`src/rtl/pm_sci_pkg.sv`:
```
// Shared constants for the power-management event block.
// Assumes a 16-bit I/O address space and 16-bit event registers.
package pm_sci_pkg;
    localparam int unsigned IO_AW = 16;
    localparam int unsigned REG_W = 16;

    // Register offsets inside the I/O window (software decodes these).
    localparam logic [5:0] OFS_STS = 6'h00;
    localparam logic [5:0] OFS_EN  = 6'h02;
    localparam logic [5:0] OFS_CTL = 6'h04;
    localparam logic [5:0] OFS_TMR = 6'h08;

    // Bit positions shared by status and enable.
    localparam int unsigned BIT_TMR    = 0;
    localparam int unsigned BIT_GBL    = 5;
    localparam int unsigned BIT_PWRBTN = 8;
    localparam int unsigned BIT_RTC    = 10;
    localparam int unsigned BIT_SCIEN  = 0;

    localparam logic [REG_W-1:0] SCI_MASK =
        REG_W'((1 << BIT_TMR) | (1 << BIT_GBL) | (1 << BIT_PWRBTN) | (1 << BIT_RTC));

    // Command bytes.
    localparam logic [7:0] CMD_ON  = 8'hF1;
    localparam logic [7:0] CMD_OFF = 8'hF0;

    // Configuration byte addresses.
    localparam logic [7:0] CFG_BASE0 = 8'h40;
    localparam logic [7:0] CFG_SMM0  = 8'h58;
    localparam logic [7:0] CFG_WINEN = 8'h80;
    localparam int unsigned CFG_GRP  = 4;
    localparam int unsigned SMI_ARM_BIT = 1;
endpackage

```
`src/rtl/pm_cfg_space.sv`:
```
// Byte-addressed configuration bytes for the block: base dword, the
// four SMM bytes and the window-enable byte. Derives the window base
// (aligned to the window size) and the decode enable.
// Assumes single-byte accesses; unmapped bytes read zero.
module pm_cfg_space
    import pm_sci_pkg::*;
#(
    parameter int unsigned WIN_BITS = 6
) (
    input  logic             clk,
    input  logic             rst_n,
    input  logic             cfg_wr,
    input  logic [7:0]       cfg_addr,
    input  logic [7:0]       cfg_wdata,
    output logic [7:0]       cfg_rdata,
    output logic [IO_AW-1:0] win_base,
    output logic             win_en,
    output logic             smi_arm
);
    localparam logic [IO_AW-1:0] BASE_MASK = ~IO_AW'((1 << WIN_BITS) - 1);

    logic [7:0] base_b [CFG_GRP];
    logic [7:0] smm_b  [CFG_GRP];
    logic [7:0] wen_b;

    for (genvar i = 0; i < CFG_GRP; i++) begin : g_bytes
        // Base dword byte i: plain read/write storage.
        always_ff @(posedge clk) begin
            if (!rst_n)
                base_b[i] <= 8'h00;
            else if (cfg_wr && cfg_addr == CFG_BASE0 + 8'(i))
                base_b[i] <= cfg_wdata;
        end
        // SMM control byte i: cleared by reset.
        always_ff @(posedge clk) begin
            if (!rst_n)
                smm_b[i] <= 8'h00;
            else if (cfg_wr && cfg_addr == CFG_SMM0 + 8'(i))
                smm_b[i] <= cfg_wdata;
        end
    end

    // Window-enable byte.
    always_ff @(posedge clk) begin
        if (!rst_n)
            wen_b <= 8'h00;
        else if (cfg_wr && cfg_addr == CFG_WINEN)
            wen_b <= cfg_wdata;
    end

    // Read mux; bit 0 of the base's low byte is hardwired to one.
    always_comb begin
        cfg_rdata = 8'h00;
        for (int i = 0; i < CFG_GRP; i++) begin
            if (cfg_addr == CFG_BASE0 + 8'(i))
                cfg_rdata = (i == 0) ? (base_b[i] | 8'h01) : base_b[i];
            if (cfg_addr == CFG_SMM0 + 8'(i))
                cfg_rdata = smm_b[i];
        end
        if (cfg_addr == CFG_WINEN)
            cfg_rdata = wen_b;
    end

    // Derived decode controls.
    always_comb begin
        win_base = {base_b[1], base_b[0]} & BASE_MASK;
        win_en   = wen_b[0];
        smi_arm  = smm_b[CFG_GRP-1][SMI_ARM_BIT];
    end
endmodule

```
`src/rtl/pm_evt_regs.sv`:
```
// Event status (write-one-to-clear), event enable, control and the
// free-running timer, plus the window read mux.
// Assumes acc_wr is already qualified by the window decode.
module pm_evt_regs
    import pm_sci_pkg::*;
#(
    parameter int unsigned WIN_BITS = 6,
    parameter int unsigned TMR_W    = 24,
    parameter int unsigned DATA_W   = 32
) (
    input  logic                clk,
    input  logic                rst_n,
    input  logic                acc_wr,
    input  logic [WIN_BITS-1:0] acc_ofs,
    input  logic [REG_W-1:0]    acc_wdata,
    input  logic                ev_pwrbtn,
    input  logic                ev_rtc,
    input  logic                ev_glbl,
    input  logic                cmd_wr,
    input  logic [7:0]          cmd_data,
    output logic [REG_W-1:0]    sts_q,
    output logic [REG_W-1:0]    en_q,
    output logic [REG_W-1:0]    ctl_q,
    output logic [DATA_W-1:0]   rd_data
);
    localparam logic [WIN_BITS-1:0] O_STS = WIN_BITS'(OFS_STS);
    localparam logic [WIN_BITS-1:0] O_EN  = WIN_BITS'(OFS_EN);
    localparam logic [WIN_BITS-1:0] O_CTL = WIN_BITS'(OFS_CTL);
    localparam logic [WIN_BITS-1:0] O_TMR = WIN_BITS'(OFS_TMR);

    logic [TMR_W-1:0] tmr_q;
    logic             tmr_wrap;
    logic [REG_W-1:0] sts_set, sts_clr, ctl_d;

    assign tmr_wrap = &tmr_q;

    // Free-running timer.
    always_ff @(posedge clk) begin
        if (!rst_n) tmr_q <= '0;
        else        tmr_q <= tmr_q + 1'b1;
    end

    // Set and clear vectors for the status register.
    always_comb begin
        sts_set = '0;
        sts_set[BIT_PWRBTN] = ev_pwrbtn;
        sts_set[BIT_RTC]    = ev_rtc;
        sts_set[BIT_GBL]    = ev_glbl;
        sts_set[BIT_TMR]    = tmr_wrap;
        sts_clr = (acc_wr && acc_ofs == O_STS) ? acc_wdata : '0;
    end

    // Status: clear first, then set, so a new event survives its clear.
    always_ff @(posedge clk) begin
        if (!rst_n) sts_q <= '0;
        else        sts_q <= (sts_q & ~sts_clr) | sts_set;
    end

    // Enable register.
    always_ff @(posedge clk) begin
        if (!rst_n)                       en_q <= '0;
        else if (acc_wr && acc_ofs == O_EN) en_q <= acc_wdata;
    end

    // Next control value: I/O write, then command override of SCI enable.
    always_comb begin
        ctl_d = ctl_q;
        if (acc_wr && acc_ofs == O_CTL)
            ctl_d = acc_wdata;
        if (cmd_wr && cmd_data == CMD_ON)
            ctl_d[BIT_SCIEN] = 1'b1;
        else if (cmd_wr && cmd_data == CMD_OFF)
            ctl_d[BIT_SCIEN] = 1'b0;
    end

    // Control register.
    always_ff @(posedge clk) begin
        if (!rst_n) ctl_q <= '0;
        else        ctl_q <= ctl_d;
    end

    // Window read mux; unassigned offsets read zero.
    always_comb begin
        case (acc_ofs)
            O_STS:   rd_data = DATA_W'(sts_q);
            O_EN:    rd_data = DATA_W'(en_q);
            O_CTL:   rd_data = DATA_W'(ctl_q);
            O_TMR:   rd_data = DATA_W'(tmr_q);
            default: rd_data = '0;
        endcase
    end
endmodule

```
`src/rtl/pm_sci_gen.sv`:
```
// Registered interrupt outputs: SCI level from enabled status and the
// external hotplug event, SMI one-cycle pulse per armed command write.
// Assumes all inputs are synchronous to clk.
module pm_sci_gen
    import pm_sci_pkg::*;
(
    input  logic             clk,
    input  logic             rst_n,
    input  logic [REG_W-1:0] sts_q,
    input  logic [REG_W-1:0] en_q,
    input  logic             hp_sts,
    input  logic             hp_en,
    input  logic             cmd_wr,
    input  logic             smi_arm,
    output logic             sci_o,
    output logic             smi_o
);
    // SCI level register.
    always_ff @(posedge clk) begin
        if (!rst_n) sci_o <= 1'b0;
        else        sci_o <= (|(sts_q & en_q & SCI_MASK)) || (hp_sts && hp_en);
    end

    // SMI pulse register.
    always_ff @(posedge clk) begin
        if (!rst_n) smi_o <= 1'b0;
        else        smi_o <= cmd_wr && smi_arm;
    end
endmodule

```
`src/rtl/pm_sci_ctrl.sv`:
```
// Top of the power-management event block: window decode over the
// configuration-supplied base, event registers and interrupt outputs.
// Assumes accesses are aligned to the register they target.
module pm_sci_ctrl
    import pm_sci_pkg::*;
#(
    parameter int unsigned WIN_BITS = 6,
    parameter int unsigned TMR_W    = 24,
    parameter int unsigned DATA_W   = 32
) (
    input  logic              clk,
    input  logic              rst_n,
    input  logic              cfg_wr,
    input  logic [7:0]        cfg_addr,
    input  logic [7:0]        cfg_wdata,
    output logic [7:0]        cfg_rdata,
    input  logic              io_wr,
    input  logic [IO_AW-1:0]  io_addr,
    input  logic [REG_W-1:0]  io_wdata,
    output logic [DATA_W-1:0] io_rdata,
    input  logic              cmd_wr,
    input  logic [7:0]        cmd_data,
    input  logic              ev_pwrbtn,
    input  logic              ev_rtc,
    input  logic              ev_glbl,
    input  logic              hp_sts,
    input  logic              hp_en,
    output logic              sci_o,
    output logic              smi_o
);
    localparam logic [IO_AW-1:0] ADDR_MASK = ~IO_AW'((1 << WIN_BITS) - 1);

    logic [IO_AW-1:0]    win_base;
    logic                win_en, smi_arm, hit, acc_wr;
    logic [WIN_BITS-1:0] acc_ofs;
    logic [REG_W-1:0]    sts_q, en_q, ctl_q;
    logic [DATA_W-1:0]   rd_data;

    pm_cfg_space #(.WIN_BITS(WIN_BITS)) u_cfg (
        .clk(clk), .rst_n(rst_n), .cfg_wr(cfg_wr), .cfg_addr(cfg_addr),
        .cfg_wdata(cfg_wdata), .cfg_rdata(cfg_rdata), .win_base(win_base),
        .win_en(win_en), .smi_arm(smi_arm)
    );

    // Window hit and access qualification.
    always_comb begin
        hit      = win_en && ((io_addr & ADDR_MASK) == win_base);
        acc_wr   = io_wr && hit;
        acc_ofs  = io_addr[WIN_BITS-1:0];
        io_rdata = hit ? rd_data : '0;
    end

    pm_evt_regs #(.WIN_BITS(WIN_BITS), .TMR_W(TMR_W), .DATA_W(DATA_W)) u_regs (
        .clk(clk), .rst_n(rst_n), .acc_wr(acc_wr), .acc_ofs(acc_ofs),
        .acc_wdata(io_wdata), .ev_pwrbtn(ev_pwrbtn), .ev_rtc(ev_rtc),
        .ev_glbl(ev_glbl), .cmd_wr(cmd_wr), .cmd_data(cmd_data),
        .sts_q(sts_q), .en_q(en_q), .ctl_q(ctl_q), .rd_data(rd_data)
    );

    pm_sci_gen u_gen (
        .clk(clk), .rst_n(rst_n), .sts_q(sts_q), .en_q(en_q),
        .hp_sts(hp_sts), .hp_en(hp_en), .cmd_wr(cmd_wr), .smi_arm(smi_arm),
        .sci_o(sci_o), .smi_o(smi_o)
    );
endmodule

```
`config.mk`:
```
export PLATFORM = sky130hd
export DESIGN_NAME = pm_sci_ctrl
export DESIGN_NICKNAME = d
export VERILOG_FILES = /design/src/rtl/pm_sci_pkg.sv /design/src/rtl/pm_cfg_space.sv /design/src/rtl/pm_evt_regs.sv /design/src/rtl/pm_sci_gen.sv /design/src/rtl/pm_sci_ctrl.sv
export SDC_FILE = /design/constraint.sdc
export NUM_CORES = 1
export LEC_CHECK = 0
export CORE_ASPECT_RATIO = 1.4
export CORE_MARGIN = 1.5
export CORE_UTILIZATION = 50
export DETAILED_ROUTE_END_ITERATION = 12
export DONT_BUFFER_PORTS = 1
export PLACE_DENSITY = 0.75
export SLEW_MARGIN = 40
export SYNTH_ARGS = -nofsm -noshare
export SYNTH_HDL_FRONTEND = slang
export SYNTH_SLANG_ARGS = --single-unit
```
`constraint.sdc`:
```
create_clock -name clk -period 2.7 [get_ports clk]
set_input_delay 0.405 -clock clk [delete_from_list [all_inputs] [get_ports clk]]
set_output_delay 0.405 -clock clk [all_outputs]
set_load 0.01 [all_outputs]
```
; ---- Word-level counts from Yosys, hierarchy flattened
; Memories as Yosys holds them, arrays and structs flattened.
; Index checks and enable logic that the tools add are counted.
[op_classes]
n_eq_ne = 15
muxes = 48
reduce_logical = 23
bitwise = 12
add_sub_neg = 1
[op_table]
columns = cell, n
row1 = 8-bit two-way mux, 17
row2 = 24-bit one-hot mux with 4 select lines, 1
row3 = "8-bit by 7-bit equality test with 1-bit output, second input constant", 8
row4 = 32-bit two-way mux, 1
row5 = 1-bit two-way mux, 28
row6 = "24-bit by 1-bit adder with 24-bit output, second input constant", 1
row7 = "8-bit equality test, second input constant", 3
row8 = 24-bit AND reduction, 1
row9 = 1-bit logical AND, 18
row10 = 16-bit bitwise AND, 1
row11 = 16-bit two-way mux, 1
row12 = 16-bit inverter, 1
row13 = 16-bit by 11-bit OR with 16-bit output, 1
row14 = 11-bit bitwise AND, 1
row15 = 10-bit equality test, 1
row16 = 1-bit OR, 8
row17 = "6-bit by 2-bit equality test with 1-bit output, second input constant", 1
row18 = "6-bit by 3-bit equality test with 1-bit output, second input constant", 1
row19 = "6-bit by 4-bit equality test with 1-bit output, second input constant", 1
row20 = 6-bit logical NOT, 1
row21 = 4-bit OR reduction, 1
row22 = 3-bit nonzero test, 1
row23 = 1-bit logical OR, 1
[totals]
wordCells = 109
output_inout_bits = 42
mem_count = 2
inputBits = 66
reg_bits = 82
ram_bits = 64
[mem_list]
columns = memory, words, width, rd, rd_clocked_by_memory_dff, wr, line
row1 = u_cfg.base_b, 4, 8, 4, 0, 4, pm_cfg_space.sv:22  ; logic [7:0] base_b [CFG_GRP];
row2 = u_cfg.smm_b, 4, 8, 4, 0, 4, pm_cfg_space.sv:23  ; logic [7:0] smm_b [CFG_GRP];

; ---- Logic depth before layout (Yosys ltp)
[logic_depth]
ltp_word = 10
depth_mapped = 8
ltp_nobuf = 6

; ---- By module
; Synthesis repeated with hierarchy kept, for this count alone.
[hier_totals]
hier_cells = 839
area_unflattened_um2 = 7707.4
[modules_own_cells]
columns = mod, seq_area_each_um2, area_each_um2, instances, cells_per_inst
row1 = pm_cfg_space, 2052.0, 3626.0, 1, 329
row2 = pm_evt_regs, 1441.4, 3294.4, 1, 412
row3 = pm_sci_ctrl, 0.0, 715.7, 1, 92
row4 = pm_sci_gen, 40.0, 71.3, 1, 6

; ---- Worst setup path before layout
; No wires, ideal clock.
[synth_timing]
path_kind = input port to flip-flop
start = in cfg_addr[2]
end = mem u_cfg.smm_b[3][0], enable pin
path_slack_ns = 0.118
n_path_buf = 2
cell_stages = 5
arrival_time_ns = 2.198
setup_ns = 0.384
cell_sequence = or4b_1 clkbuf_1 or3_1 buf_2 o21ai_0
[synth_rtl]
columns = item, line
row1 = start: declaration, pm_sci_ctrl.sv:14  ; input logic [7:0] cfg_addr,
row2 = end: declaration, pm_cfg_space.sv:23

==> results.yml <==
status:
  status: "finished clean"
drt:
  drtIter0Drc: 493
  firstDrtPassIters: 7
  via_per_inst: 5.97
  remaining_drc_errors: 0
  ant_nets: 0
  wl_met2_um: 10400
  top_layer_used: "met4"
  wl_met3_um: 959
  wl_per_cell_um: 20.8
  vias: 5502
  wl_met1_um: 6950
  wl_um: 19200
sta:
  hold_ws_ns: 0.0536
  slew_headroom_pct: 53.7
  clock_skew_ns: 0.0127
  period_share_pct: 97.0
  worst_pin_slew_ns: 0.690
  drv_slew: 0
  hold_viol: 0
  setup_ws_ns: 0.0808
  setup_viol: 0
  min_period_ns: 2.62
  fmax_ghz: 0.382
synth:
  synth-adder-area-share_pct: 0.175
  synth.area.top_cells: "edfxtp_1, dfxtp_1, and2_1"
  ys_seq_area_share_pct: 49.4
  synth-compound-area-share_pct: 13.2
  synth_top_family_by_area: "simple AND/OR/NAND/NOR gates"
  synth.top_cells.by_count: "and2_1, dfxtp_1, edfxtp_1"
  synth.most_common_cell: "and2_1"
  synth_top_area_cell: "edfxtp_1"
  async_flop_share_pct: 0
  synth.distinct_cells: 58
  synth_top_area_share_pct: 26.4
  synth_seq_cells: 145
  synth_edf_count: 63
  yosysWarningCount: 0
  synth_xor_xnor_area_share_pct: 3.55
  synthesis.area_um2: 7160
  syn_inst: 695
  synthMuxAreaShare_pct: 5.61
  yosys.area_share.simple_pct: 23.8
  synth.avg_cell_area_um2: 10.3
  ys.flop_type: "dfxtp_1"
clock_tree:
  clockBufferDepth: 2
  path_clk_slew_ns: 0.07
  cts_buffers: 17
  clock-root-buffer: "clkbuf_16"
  cts_sinks: 145
  insertion_delay_ns: 0.43
  tritoncts: "yes"
  cts_max_level: 4
finish:
  antenna_cells: 0
  ff_latch_area_um2: 3530
  nFillCells: 1167
  post-route-util_pct: 59.4
  nets: 791
  multi_input_area_um2: 3470
  area_delta_synth_final_pct: 16.0
  drive_gt1_share_pct: 15.6
setup_path:
  worstSetupPathType: "reg2out"
  arrival_ns: 2.21
  cp_top_family: "simple AND/OR/NAND/NOR gates"
  critPathBufInv: 2
  crit_path_max_fanout: 10
  crit_chain: "xnor2_2 > nand4_1 > nor3_4 > o31ai_4 > buf_4 > a21oi_1 > buf_4"
  start_kind: "register"
  critPathRequiredTime_ns: 2.30
  cp_common_cell: "buf_4"
  cpMaxStageDelayCell: "edfxtp_1"
  crit_path_max_incr_delay_ns: 0.45
  end_kind: "output port"
placed_design:
  numPortBuffers: 0
  hpwl_um: 14000
  pre_cts_ws_ns: 0.0144
  place_congestion: 0.898
floorplanning:
  dieHeight_um: 145
  die_area_um2: 15100
  std_cell_rows: 51
  die_w_um: 104
  ios: 108
  initial_core_util_pct: 51.2
  coreArea_um2: 14000
power_and_ir_drop:
  peakVddDrop_mv: 0.337
  cellPowerDensity_nw_per_um2: 599
  p_leak_nw: 2.98
  finalPower_mw: 4.97
grt:
  grtUsageTotal_pct: 26.2
  grt_pass1_vias: 5556
  antenna_found_initial: 0
  grt_pass1_wl_um: 29600
  grt_max_degree: 95
  grt-ovfl-total: 0
run:
  drv_cap: 0
min_path:
  hold_class: "in2reg"
## through the flow
stage	TNS, ns	std cells	cell area (um^2)
after CTS	0	920	8220
after global routing	-0.0355	922	8300
after global placement	0	885	7560
after detailed placement	0	885	7560
after floorplan	0	702	7190
final	0	922	8300
## worst register-to-register path: cells and delay by family, from the launching register on
kind,cells,cell delay (ns)
buffers and inverters,2,0.32
AOI/OAI and AO/OA,1,0.16
and+or+nand+nor,3,1.01
DFF,1,0.45
xor gates and xnor gates,1,0.18
## cell families (layout without fill, tap and decap cells)
logic type,after synthesis,count (layout)
simple gates,282,282
flops,145,145
compound gates,137,137
buf+inv,60,95
mux,40,40
xor+xnor,29,29
fa+ha+maj,1,1
other cells,1,8
## metal layers
metal | GRT usage (%) | up-vias
li1 | - | 2589
met1 | 26.2 | 2649
met2 | 49.7 | 216
met3 | 5.54 | 48
met4 | 15.8 | 0
met5 | 0 | -
## placed cells by master (no fill, tap or decap), types with 4 or more instances in the layout
master      n
a222oi_1   17
or3_1       5
a22o_1      7
nand3_1    13
and2_1     83
nor2b_1    48
nand2_1    45
o21ai_0    20
a2bb2oi_1   8
xnor2_1    11
a21oi_1    49
nor3_1      6
xnor2_2     9
nor3_4      4
inv_6       6
nor4_1      6
conb_1      8
edfxtp_1   63
inv_1      11
nand4_1    12
xor2_1      9
dfxtp_1    82
nand2b_1    5
nor2_1     14
buf_4      50
o22ai_1     8
mux2i_1    39
nor3_2      4
and3_1     14
o32ai_1     7
clkbuf_16  19
a2111o_1    7
## worst paths after layout
kind                                     from                          end  slack (ns)  depth (start not counted)
max          u_cfg.base_b[1][7]$_SDFFCE_PN0P_                  io_rdata[9]        0.08                          7
min reg2reg        u_regs.sts_q[3]$_SDFF_PN0_   u_regs.sts_q[3]$_SDFF_PN0_        0.44                          2
min                              io_wdata[11]  u_regs.sts_q[11]$_SDFF_PN0_        0.05                          1
max reg2reg  u_cfg.base_b[1][7]$_SDFFCE_PN0P_  u_regs.sts_q[14]$_SDFF_PN0_        0.46                          7
## where the power goes
part           leakage, nW  total, mW  internal, mW  switching [mW]
Combinational         1.42      0.181        0.0807           0.101
Clock                0.300       2.41          1.41            1.00
Sequential            1.26       2.38          2.34          0.0357
## layout make-up
type / count / area share, %
Multi-Input combinational cell: 497 / 41.8
Inverter: 11 / 0.497
Timing Repair Buffer: 52 / 5.00
Clock inverter: 13 / 1.64
Tap cell: 185 / 2.79
Clock buffer: 19 / 5.73
Sequential cell: 145 / 42.6
## flip-flops by register name, summed over array words and instances (netlist names)
signal,flops
u_cfg.base_b,31
u_regs.tmr_q,24
u_gen.smi_o,1
u_cfg.smm_b,32
u_regs.sts_q,16
u_gen.sci_o,1
u_cfg.wen_b,8
u_regs.en_q,16
u_regs.ctl_q,16
## timing repair
item                                    CTS  global route
resized for setup                         4            10
endpoints found under the setup margin   17            20
pin swaps                                 2             3
setup buffers                             3             2
hold buffers                              0             0
Power figures use the tool's default switching activity.
